### config.mk
export PLATFORM = sky130hd
export DESIGN_NAME = spi_regs_slave
export DESIGN_NICKNAME = d
export VERILOG_FILES = /design/src/rtl/spi_regs_pkg.sv /design/src/rtl/spi_in_sync.sv /design/src/rtl/spi_busy_timer.sv /design/src/rtl/spi_frame_ctl.sv /design/src/rtl/spi_regs_slave.sv
export SDC_FILE = /design/constraint.sdc
export NUM_CORES = 1
export LEC_CHECK = 0
export BUFFER_PORTS_ARGS = -buffer_cell sky130_fd_sc_hd__clkbuf_2
export CORE_ASPECT_RATIO = 1.4
export CORE_MARGIN = 2
export CORE_UTILIZATION = 25
export CTS_CLUSTER_SIZE = 8
export DETAILED_ROUTE_END_ITERATION = 8
export GPL_TIMING_DRIVEN = 0
export PLACE_DENSITY = 0.51
export RECOVER_POWER = 100
export SYNTH_ARGS = -nofsm -noshare
export SYNTH_HDL_FRONTEND = slang
export SYNTH_SLANG_ARGS = --single-unit
export TNS_END_PERCENT = 10
### constraint.sdc
create_clock -name clk -period 2.34 [get_ports clk]
set_input_delay 0.234 -clock clk [delete_from_list [all_inputs] [get_ports clk]]
set_output_delay 0.234 -clock clk [all_outputs]
set_load 0.005 [all_outputs]
### src/rtl/spi_regs_pkg.sv
package spi_regs_pkg;
  typedef enum logic [1:0] {
    PH_CMD  = 2'd0,
    PH_RD   = 2'd1,
    PH_WR   = 2'd2,
    PH_SKIP = 2'd3
  } frame_ph_e;
endpackage

### src/rtl/spi_in_sync.sv
module spi_in_sync #(
  parameter int          W       = 3,
  parameter int          STAGES  = 2,
  parameter logic [W-1:0] RST_VAL = '0
) (
  input  logic         clk,
  input  logic         rst_n,
  input  logic [W-1:0] din,
  output logic [W-1:0] dout
);
  logic [W-1:0] pipe [STAGES];

  for (genvar s = 0; s < STAGES; s++) begin : g_stage
    if (s == 0) begin : g_first
      always_ff @(posedge clk or negedge rst_n)
        if (!rst_n) pipe[s] <= RST_VAL;
        else        pipe[s] <= din;
    end else begin : g_next
      always_ff @(posedge clk or negedge rst_n)
        if (!rst_n) pipe[s] <= RST_VAL;
        else        pipe[s] <= pipe[s-1];
    end
  end

  assign dout = pipe[STAGES-1];
endmodule

### src/rtl/spi_busy_timer.sv
module spi_busy_timer #(
  parameter int TICKS = 3
) (
  input  logic clk,
  input  logic rst_n,
  input  logic start,
  input  logic tick,
  output logic busy
);
  localparam int CW = (TICKS < 2) ? 1 : $clog2(TICKS);
  logic [CW-1:0] seen;

  always_ff @(posedge clk or negedge rst_n) begin
    if (!rst_n) begin
      busy <= 1'b0;
      seen <= '0;
    end else if (start) begin
      busy <= 1'b1;
      seen <= '0;
    end else if (busy && tick) begin
      if (seen == CW'(TICKS - 1)) begin
        busy <= 1'b0;
        seen <= '0;
      end else begin
        seen <= seen + 1'b1;
      end
    end
  end
endmodule

### src/rtl/spi_frame_ctl.sv
module spi_frame_ctl
  import spi_regs_pkg::*;
#(
  parameter int ADDR_W = 7,
  parameter int DATA_W = 8
) (
  input  logic              clk,
  input  logic              rst_n,
  input  logic              sck_s,
  input  logic              cs_act,
  input  logic              sdi_s,
  input  logic              busy,
  input  logic [DATA_W-1:0] reg_rd_data,
  output logic [ADDR_W-1:0] reg_addr,
  output logic              reg_wr_en,
  output logic [DATA_W-1:0] reg_wr_data,
  output logic              reg_rd_en,
  output logic              sdo,
  output logic              sdo_oe,
  output logic              drop
);
  localparam int CMD_W  = ADDR_W + 1;
  localparam int FRAME  = CMD_W + DATA_W;
  localparam int CNT_W  = $clog2(FRAME + 1);
  localparam int SH_W   = (CMD_W > DATA_W) ? CMD_W : DATA_W;

  frame_ph_e         ph;
  logic              sck_prev;
  logic [CNT_W-1:0]  cnt;
  logic [SH_W-1:0]   sh;
  logic [DATA_W-1:0] rd_sh;
  logic              rise, fall;
  logic [CMD_W-1:0]  cmd_now;
  logic [DATA_W-1:0] dat_now;

  assign rise    = sck_s & ~sck_prev;
  assign fall    = ~sck_s & sck_prev;
  assign cmd_now = {sh[CMD_W-2:0], sdi_s};
  assign dat_now = {sh[DATA_W-2:0], sdi_s};

  always_ff @(posedge clk or negedge rst_n) begin
    if (!rst_n) begin
      ph          <= PH_CMD;
      sck_prev    <= 1'b0;
      cnt         <= '0;
      sh          <= '0;
      rd_sh       <= '0;
      reg_addr    <= '0;
      reg_wr_en   <= 1'b0;
      reg_wr_data <= '0;
      reg_rd_en   <= 1'b0;
      drop        <= 1'b0;
    end else begin
      sck_prev  <= sck_s;
      reg_wr_en <= 1'b0;
      reg_rd_en <= 1'b0;
      drop      <= 1'b0;
      if (!cs_act) begin
        ph  <= PH_CMD;
        cnt <= '0;
      end else begin
        if (rise && ph != PH_SKIP) begin
          sh  <= {sh[SH_W-2:0], sdi_s};
          cnt <= cnt + 1'b1;
        end
        unique case (ph)
          PH_CMD: if (rise && cnt == CNT_W'(CMD_W - 1)) begin
            reg_addr <= cmd_now[ADDR_W-1:0];
            if (busy) begin
              ph   <= PH_SKIP;
              drop <= 1'b1;
            end else if (cmd_now[CMD_W-1]) begin
              ph        <= PH_RD;
              reg_rd_en <= 1'b1;
            end else begin
              ph <= PH_WR;
            end
          end
          PH_RD: begin
            if (reg_rd_en)
              rd_sh <= reg_rd_data;
            else if (fall && cnt > CNT_W'(CMD_W))
              rd_sh <= {rd_sh[DATA_W-2:0], 1'b0};
            if (rise && cnt == CNT_W'(FRAME - 1))
              ph <= PH_SKIP;
          end
          PH_WR: if (rise && cnt == CNT_W'(FRAME - 1)) begin
            reg_wr_en   <= 1'b1;
            reg_wr_data <= dat_now;
            ph          <= PH_SKIP;
          end
          default: ;
        endcase
      end
    end
  end

  assign sdo_oe = (ph == PH_RD) && !reg_rd_en;
  assign sdo    = rd_sh[DATA_W-1];
endmodule

### src/rtl/spi_regs_slave.sv
module spi_regs_slave #(
  parameter int ADDR_W     = 7,
  parameter int DATA_W     = 8,
  parameter int BUSY_TICKS = 3,
  parameter int SYNC_STG   = 2
) (
  input  logic              clk,
  input  logic              rst_n,
  input  logic              sck,
  input  logic              scs_n,
  input  logic              sdi,
  output logic              sdo,
  output logic              sdo_oe,
  input  logic              slow_tick,
  output logic [ADDR_W-1:0] reg_addr,
  output logic              reg_wr_en,
  output logic [DATA_W-1:0] reg_wr_data,
  output logic              reg_rd_en,
  input  logic [DATA_W-1:0] reg_rd_data,
  output logic              busy,
  output logic              err
);
  logic [2:0] pins_s;
  logic       drop;

  spi_in_sync #(.W(3), .STAGES(SYNC_STG), .RST_VAL(3'b010)) u_sync (
    .clk  (clk),
    .rst_n(rst_n),
    .din  ({sdi, scs_n, sck}),
    .dout (pins_s)
  );

  spi_frame_ctl #(.ADDR_W(ADDR_W), .DATA_W(DATA_W)) u_frame (
    .clk        (clk),
    .rst_n      (rst_n),
    .sck_s      (pins_s[0]),
    .cs_act     (~pins_s[1]),
    .sdi_s      (pins_s[2]),
    .busy       (busy),
    .reg_rd_data(reg_rd_data),
    .reg_addr   (reg_addr),
    .reg_wr_en  (reg_wr_en),
    .reg_wr_data(reg_wr_data),
    .reg_rd_en  (reg_rd_en),
    .sdo        (sdo),
    .sdo_oe     (sdo_oe),
    .drop       (drop)
  );

  spi_busy_timer #(.TICKS(BUSY_TICKS)) u_busy (
    .clk  (clk),
    .rst_n(rst_n),
    .start(reg_wr_en),
    .tick (slow_tick),
    .busy (busy)
  );

  always_ff @(posedge clk or negedge rst_n)
    if (!rst_n)    err <= 1'b0;
    else if (drop) err <= 1'b1;
endmodule

[After elaboration in Yosys (flattened, before gate mapping)]
Cells that the tools add are included.
Word-level totals
  memory bits (writable): 0
  latch bits: 0
  bits of input ports: 14
  memory bits (read-only): 0
  output and inout port bits: 21
  logic and storage cells: 79
  memories kept: 0
  bits in registers: 51
Cells by class
  div/mod/pow operators: 0
  reduce and logical (&&, ||, !) cells: 20
  add/sub/neg operators: 2
  $mul: 0
  bitwise operators: 5
  muxes and demuxes: 28
  $lt $le $gt $ge: 1
  shift-type cells: 0
  equal/unequal tests: 8
Operators with widths (number)
  2-bit two-way mux: 8
  8-bit two-way mux: 2
  1-bit two-way mux: 15
  3-bit AND reduction: 4
  5-bit two-way mux: 2
  2-bit nonzero test: 4
  1-bit logical AND: 6
  5-bit by 1-bit adder with 5-bit output, second input constant: 1
  5-bit by 3-bit == test with 1-bit output, second input constant: 1
  5-bit by 4-bit == test with 1-bit output, second input constant: 1
  5-bit by 4-bit greater-than comparator with 1-bit output, second input constant: 1
  2-bit == test, second input constant: 2
  2-bit one-hot mux with 2 select lines: 1
  2-bit AND reduction: 2
  3-bit by 1-bit != test with 1-bit output, second input constant: 1
  3-bit by 2-bit != test with 1-bit output, second input constant: 1
  1-bit inverter: 3
  3-bit nonzero test: 1
  2-bit by 1-bit adder with 2-bit output, second input constant: 1
  1-bit bitwise AND: 2
  2-bit by 1-bit == test with 1-bit output, second input constant: 1
  2-bit zero test: 1
  2-bit != test, second input constant: 1
  2-bit OR reduction: 1
  1-bit zero test: 1

[Longest topological paths before layout]
Gate-level depths: netlist of the first run.
  depth after elaboration: 6
  mapped depth: 8
  depth with buffers taken out: 6

[Hierarchy]
From an unflattened synthesis of the first run, not the netlist that was laid out.
Second synthesis, totals
  cell total of the unflattened synthesis: 161
  area total of the unflattened synthesis: 2245.9 um2
Modules (own cells, without submodules)
  spi_frame_ctl: instances 1, sequential area each 1026.0 um2, cells an instance 138, area each 1895.6 um2
  spi_in_sync: instances 1, sequential area each 152.6 um2, cells an instance 9, area each 175.2 um2
  spi_busy_timer: instances 1, sequential area each 75.1 um2, cells an instance 11, area each 140.1 um2
  spi_regs_slave: instances 1, sequential area each 25.0 um2, cells an instance 3, area each 35.0 um2

[Worst setup path before layout of the first run]
No wires, ideal clock.
  kind: reg-to-reg
  from: register u_frame.ph[1]
  to: register u_frame.rd_sh[1]
  period minus slack after synthesis: 1783 ps
  stages on the path, launching flop included: 9
  data arrival time: 1658 ps
  library setup time: 125 ps
  setup slack: 557 ps
  path buffers: 2
  data required time: 2215 ps
  cells stage by stage: dfrtp_1 inv_1 ha_1 nor2b_1 buf_2 or4b_1 clkbuf_1 nor3_1 nor3_1
On the way
  cells in the longest elaborated chain, start to end: 2
Ends and longest elaborated chain
  from (decl): RTL line spi_frame_ctl.sv:27  | frame_ph_e ph;
  from (signal assigned): RTL line spi_frame_ctl.sv:43  | ph <= PH_CMD;
  from (signal assigned): RTL line spi_frame_ctl.sv:59  | ph <= PH_CMD;
  from (signal assigned): RTL line spi_frame_ctl.sv:70  | ph <= PH_SKIP;
  2-bit by 1-bit == test with 1-bit output: RTL line spi_frame_ctl.sv:66  | unique case (ph)
  3-bit AND reduction (no line)
  to (signal assigned): RTL line spi_frame_ctl.sv:81  | rd_sh <= reg_rd_data;
  to (signal assigned): RTL line spi_frame_ctl.sv:83  | rd_sh <= {rd_sh[DATA_W-2:0], 1'b0};
  to (decl): RTL line spi_frame_ctl.sv:31  | logic [DATA_W-1:0] rd_sh;
Every way passes these cells.
A chain may end at the register's enable or synchronous reset.

[Worst setup path after layout of the first run]
  from: register u_frame.cnt[0]
  to: register u_frame.reg_wr_data[2]
On the way
  cells in the longest elaborated chain, start to end: 3
Ends and longest elaborated chain
  from (decl): RTL line spi_frame_ctl.sv:29  | logic [CNT_W-1:0] cnt;
  from (signal assigned): RTL line spi_frame_ctl.sv:64  | cnt <= cnt + 1'b1;
  5-bit by 4-bit == test with 1-bit output: RTL line spi_frame_ctl.sv:87  | PH_WR: if (rise && cnt == CNT_W'(FRAME - 1)) begin
  1-bit logical AND: RTL line spi_frame_ctl.sv:87
  3-bit AND reduction (no line)
  to (signal assigned): RTL line spi_frame_ctl.sv:89  | reg_wr_data <= dat_now;
  to (decl): RTL line spi_frame_ctl.sv:16  | output logic [DATA_W-1:0] reg_wr_data,
Every way passes these cells.

==> results of run 1 <==
-- cell usage in the layout, fill, tap and decap left out, drive strengths merged, types with 2 or more instances in the layout --
master and count:
a21oi 3, a221oi 2, clkbuf 48, dfrtp 49, dfstp 2, ha 7, inv 7, mux2 22
nand2 4, nand2b 2, nand4 2, nor2 11, nor2b 7, nor3 23, nor3b 3, o21ai 2
o22ai 7, xor2 2
-- cell families (layout without fill, tap and decap cells) --
kind of cell | Yosys count | count (layout) | synth area share [%]
DFF | 51 | 51 | 58.3
muxes | 22 | 22 | 12.5
xor gates and xnor gates | 3 | 3 | 1.20
buffers and inverters | 15 | 58 | 3.08
adders and majority gates | 7 | 7 | 3.99
AOI/OAI and AO/OA | 18 | 18 | 5.31
and+or+nand+nor | 58 | 58 | 15.6
-- through the flow --
stage	total power (µW)	util (%)	worst slack, ps	std cells	area (µm²)
finish	2000	30.4	256	322	2600
global route	2100	30.4	108	322	2600
CTS	2040	31.0	312	321	2650
floorplan	1190	-	557	174	2190
global placement	1270	29.2	335	313	2490
detailed placement	1280	29.2	322	313	2490
-- layer usage --
layer	global-route usage, %	vias up
li1	-	691
met4	3.93	0
met2	16.1	28
met3	2.08	6
met5	0	-
met1	11.1	696
-- path summary, 6_finish.rpt --
path                                     start                      to  slack [ps]
worst max-delay path            u_frame.cnt[0]  u_frame.reg_wr_data[2]         260
worst min-delay path                     scs_n          u_sync.pipe[4]          30
worst max register to register  u_frame.cnt[0]  u_frame.reg_wr_data[2]         260
worst min register to register  u_sync.pipe[3]          u_sync.dout[0]         350
max in group asynchronous                rst_n          u_sync.pipe[4]         710
min in group asynchronous                rst_n        u_frame.rd_sh[5]         330
-- registers in the layout (all words and copies together) (netlist names), 2 cells and up --
name	cells
u_frame.reg_addr	7
u_frame.rd_sh	8
u_frame.sh	7
u_sync.dout	3
u_frame.reg_wr_data	8
u_busy.seen	2
u_frame.cnt	5
u_sync.pipe	3
u_frame.ph	2
-- final cells by class --
type	instances	area, µm²
Buffer	8	32.5
Timing Repair Buffer	35	160
Clock inverter	2	16.3
Fill cell	884	5960
Tap cell	105	131
Multi-Input combinational cell	108	816
Clock buffer	6	139
Inverter	7	26.3
Sequential cell	51	1280
-- power by group through the flow --
stage,logic [µW],registers (µW),clock network [µW]
2_1_floorplan,174,1020,0
3_3_place_gp,231,1040,0
3_5_place_dp,235,1050,0
4_1_cts,239,1030,766
5_1_grt,262,1040,801
6_report,233,1020,742
-- critical path: stages (launching register included) --
cell	delay [ps]
dfrtp_1	410
ha_1	220
and3_1	160
ha_1	160
and4b_1	190
clkbuf_1	430
mux2_2	400
==> impl_results.md, run 1 <==
- Residual DRC count: 0
- Final TNS setup: 0 ps
- CP endpoint kind: register
- Pins Over Slew Limit: 31
- Crit path DAT: 2260 ps
- Post-CTS resize count: 0
- RSZ-0062 raised after global routing: false
- Layout cells sized above 1: 24.4%
- Max VDD drop: 0.515 mV
- Initial DRC Count: 53
- Int Pwr: 1500 µW
- Clk root buf: clkbuf_16
- Vias in the first global route: 1,513
- Sw frac: 24.7%
- R2R depth: 6
- Cell variety after synth: 38
- NumNets Final: 237
- Chip height: 115 µm
- Met2 Wirelength: 2070 µm
- Setup violators final: 0
- Synth top cells by count: 49 x dfrtp_1, 22 x nor3_1, 14 x mux2_2
- CP Class: register to register
- HP Class: primary input to register
- CP Launch Type: register
- ANT cells: 0
- Setup Skew: 4.25 ps
- Leading area contributor after synthesis: dfrtp_1
- Final Routed Wirelength: 4060 µm
- Most common flop cell mapped by yosys: dfrtp_1
- GRT Util Overall: 9.28%
- CTS Buf Count: 5
- Clk_lat worst skew: 280 ps
- Die area: 9550 µm²
- Placer Congestion: 0.735
- Status: complete, but fails checks
- Comb pwr share: 11.6%
- Most common cell in the netlist: dfrtp_1
- Seq pwr share: 51.2%
- Yosys top cell area share: 55.9%
- Antenna Nets Post-Route: 0
- Synth warn: 0
- Seq/Total Area, Yosys: 58.3%
- Clk slew on worst S/H paths: 70 ps
- CTS tree: built
- Critical Path Fanout Max: 9
- Cell count after synthesis: 174
- Antenna violations before repair: 0
- Routed via count: 1,421
- 1st-pass router iterations: 4
- Required time of the critical path: 2510 ps
- H-tree levels: 2
- Dominant cells by area after synthesis: dfrtp_1 56%, mux2_2 7.2%, nor3_1 5.0%
- Largest net degree at the start of global routing: 52
- Post-Syn Nets: 195
- Fmax: 0.480 GHz
- Post-CTS Hold Buffers: 0
- First-pass GRT wire length: 7200 µm
- Synth Register Bits: 51
- Core area: 8560 µm²
- Hold depth: 1
- Met3 wire len: 160 µm
- Vias per cell: 4.41
- Post-DP HPWL: 2840 µm
- Final period util: 89.1%
- Mean Syn Cell Area: 12.6 µm²
- GRT overflow: 0
- Failing checks: max-capacitance violations, max-slew violations
- IO Port Bufs: 34
- Worst Tran Pin Value: 1570 ps
- Final Critical Period: 2080 ps
- Async S/R FF share, synth: 100%
- Clock Power Share: 37.1%
- Die Wd: 83.2 µm
- Met1 WL: 1770 µm
- Leak: 0.00123 µW
- Area Growth Syn to Fin: 18.5%
- Net switching power: 494 µW
- Number of buffers on the longest clock path: 2
- # IOs: 35
- EDFF count, synth: 0
- Post-Syn Area: 2190 µm²
- Row Count: 40
- Routed WL per cell: 12.6 µm
- Pwr dens: 769 nW/µm²
- # Post-CTS Setup Buffers: 0
- Slew HR: -4.38%
- Clock sink count: 51
- Worst hold margin: 32.8 ps
- Max_cap viols: 1
- Endpoints failing hold: 0
- Starting Density: 25.6%
- Top routing layer used: met4
(Power assumes the default switching activity.)
==> run 2: changes to the inputs <==
--- a/config.mk
+++ b/config.mk
@@ -8,12 +8,13 @@
 export BUFFER_PORTS_ARGS = -buffer_cell sky130_fd_sc_hd__clkbuf_2
 export CORE_ASPECT_RATIO = 1.4
 export CORE_MARGIN = 2
-export CORE_UTILIZATION = 25
+export CORE_UTILIZATION = 55
 export CTS_CLUSTER_SIZE = 8
 export DETAILED_ROUTE_END_ITERATION = 8
 export GPL_TIMING_DRIVEN = 0
-export PLACE_DENSITY = 0.51
+export PLACE_DENSITY = 0.87
 export RECOVER_POWER = 100
+export SLEW_MARGIN = 20
 export SYNTH_ARGS = -nofsm -noshare
 export SYNTH_HDL_FRONTEND = slang
 export SYNTH_SLANG_ARGS = --single-unit
==> run 2 against run 1 <==
  * The flow now finishes without violations
  * Design area down 5.1%
  * Critical path depth decreased by 1
  * Clock skew is 3.4 ps higher
  * Routed wire length shrank 7.1%
  * Critical path type unchanged
==> impl_results.md, run 2 (synthesis results as in run 1) <==
- Fin area: 2470 µm² (-5.1%)
- IO Port Bufs: 34 (unchanged)
- GRT overflow: 0 (unchanged)
- Pwr dens: 719 nW/µm² (-6.4%)
- NumNets Final: 237 (unchanged)
- Top delay family on crit path: simple AND/OR/NAND/NOR gates
- Slew HR: 17.6% (+22 points)
- Clk_lat worst skew: 300 ps (+20 ps)
- Chip height: 78.7 µm (-31%)
- Pwr Total: 1770 µW (-11%)
- Leak: 0.00122 µW (-0.81%)
- Routed via count: 1,448 (+1.9%)
- H-tree levels: 2 (unchanged)
- # IOs: 35 (unchanged)
- Critical Path Stages: 5 (-1)
- Critical Path Fanout Max: 8 (-1)
- 1st-pass router iterations: 4 (unchanged)
- Placer Congestion: 0.805 (+9.5%)
- Worst hold margin: 35.2 ps (+2.35 ps)
- Core area: 3880 µm² (-55%)
- Die area: 4520 µm² (-53%)
- Vias in the first global route: 1,421 (-6.1%)
- CP Launch Type: register
- Final Routed Wirelength: 3770 µm (-7.1%)
- Reg-to-reg slack, setup: 220 ps (-30 ps)
- CTS tree: built
- Residual DRC count: 0 (unchanged)
- Antenna violations before repair: 0 (unchanged)
- CTS Buf Count: 5 (unchanged)
- Initial DRC Count: 71 (+34%)
- R2R depth: 5 (-1)
- Max VDD drop: 0.642 mV (+25%)
- Clk root buf: clkbuf_8
- CP Class: register to register
- Post-DP HPWL: 2700 µm (-4.9%)
- CP endpoint kind: register
- Vias per cell: 5.57 (+26%)
- Clock sink count: 51 (unchanged)
- Required time of the critical path: 2540 ps (+30 ps)
- Row Count: 27 (-33%)
- Placed Area: 2420 µm² (-3.0%)
- R2r startpoint: u_frame.ph[0]
- Max_cap viols: 0 (-1)
- Largest registers: u_frame.rd_sh: 8 flops, u_frame.reg_wr_data: 8 flops
- CP startpoint: u_frame.ph[0]
- # Post-CTS Setup Buffers: 0 (unchanged)
- Commonest non-fill, non-tap cell in the layout: dfrtp_1
- First-pass GRT wire length: 6440 µm (-11%)
- GRT Util Overall: 18.5% (+9.2 points)
- Fmax: 0.472 GHz (-1.6%)
- R2r endpoint: u_frame.sh[4]
- Starting Density: 56.5% (+31 points)
- Worst path cell trace: ha_1 > nor3b_2 > nor2b_1 > clkbuf_1 > mux2_2
- Footprint of the multi-input gates: 810 µm² (-0.77%)
- Status: completed
- Slowest stage delay, CP: 440 ps (about the same)
- Reg area: 1280 µm² (unchanged)
- Worst setup path end: u_frame.sh[4]
- Setup Skew: 7.66 ps (+3.41 ps)
- Most frequent cells in the layout: 49 x dfrtp_1, 28 x clkbuf_2, 23 x nor3_1
- Area Growth Syn to Fin: 12.5%
- Number of buffers on the longest clock path: 2 (unchanged)
- Endpoints failing hold: 0 (unchanged)
- Final Critical Period: 2120 ps (+33.9 ps)
- Layout cells sized above 1: 25.8% (+1.4 points)
- Die Wd: 57.4 µm (-31%)
- HP Class: primary input to register
- Fin cells: 260 (-19%)
- Final period util: 90.5% (+1.4 points)
- Placed Instances: 251 (-20%)
- Worst Tran Pin Value: 1240 ps (-330 ps)
- Crit path DAT: 2310 ps (+50 ps)
- Post-CTS resize count: 0 (unchanged)
- Routed WL per cell: 14.5 µm (+15%)
- Largest net degree at the start of global routing: 52 (unchanged)
- Pins Over Slew Limit: 0 (-100%)
- ANT cells: 0 (unchanged)
- Clk slew on worst S/H paths: 90 ps (+20 ps)
- Antenna Nets Post-Route: 0 (unchanged)
- Final TNS setup: 0 ps (unchanged)
- Setup violators final: 0 (unchanged)
- RSZ-0062 raised after global routing: false
- Buf+Inv Stages, Crit Path: 1 (unchanged)
- Filler cells: 293 (-67%)
- Post-CTS Hold Buffers: 0 (unchanged)
- Slowest CP cell: nor3b_2
## run 2: changes by cell type in the layout (fill, tap and decap cells not counted), moves of 4 or more
cell	change
clkbuf_2	+4
clkbuf_16	-5
clkbuf_1	-4
clkbuf_8	+5
## run 2: how the worst min path moves through the flow
stage               startpoint             end  slack [ps]  cells past startpoint
finish                     sck  u_sync.pipe[3]          40                      1
global route               sck  u_sync.pipe[3]          20                      1
CTS                      scs_n  u_sync.pipe[4]           2                      1
detailed placement       scs_n  u_sync.pipe[4]         330                      1
global placement         scs_n  u_sync.pipe[4]         330                      1
floorplan                rst_n             err         -60                      0
## run 2: per-layer routing
layer,vias up,track usage [%],part of all wire (%)
met5,-,0,0
met4,0,6.98,1.7
met3,7,4.72,4.4
met2,39,30.6,49
met1,707,23.2,45
li1,695,-,-
## run 2: layout make-up
class,instances,area share [%]
clock inverter,2,0.558
timing repair buffer,35,6.95
sequential,51,51.8
tap,43,2.18
clock buffer,6,3.35
multi-input combinational,108,32.8
inverter,7,1.06
buffer,8,1.27
## run 2: where the power goes
group          leakage (µW)  internal [µW]  switching [µW]
logic              0.000493            123             114
clock network     0.0000516            242             276
registers          0.000680            955            64.9
total               0.00122           1320             455
## run 2: worst register-to-register path, cell delays in order, from the launching register on
cell,delay (ps)
dfrtp_1,420
ha_1,220
nor3b_2,440
nor2b_1,210
clkbuf_1,350
mux2_2,380
## run 2: through the flow
stage               util, %  setup slack, ps
floorplan                 -              557
global placement       62.2              357
detailed placement     62.3              323
CTS                    64.8              316
global route           63.5             81.5
finish                 63.5              222
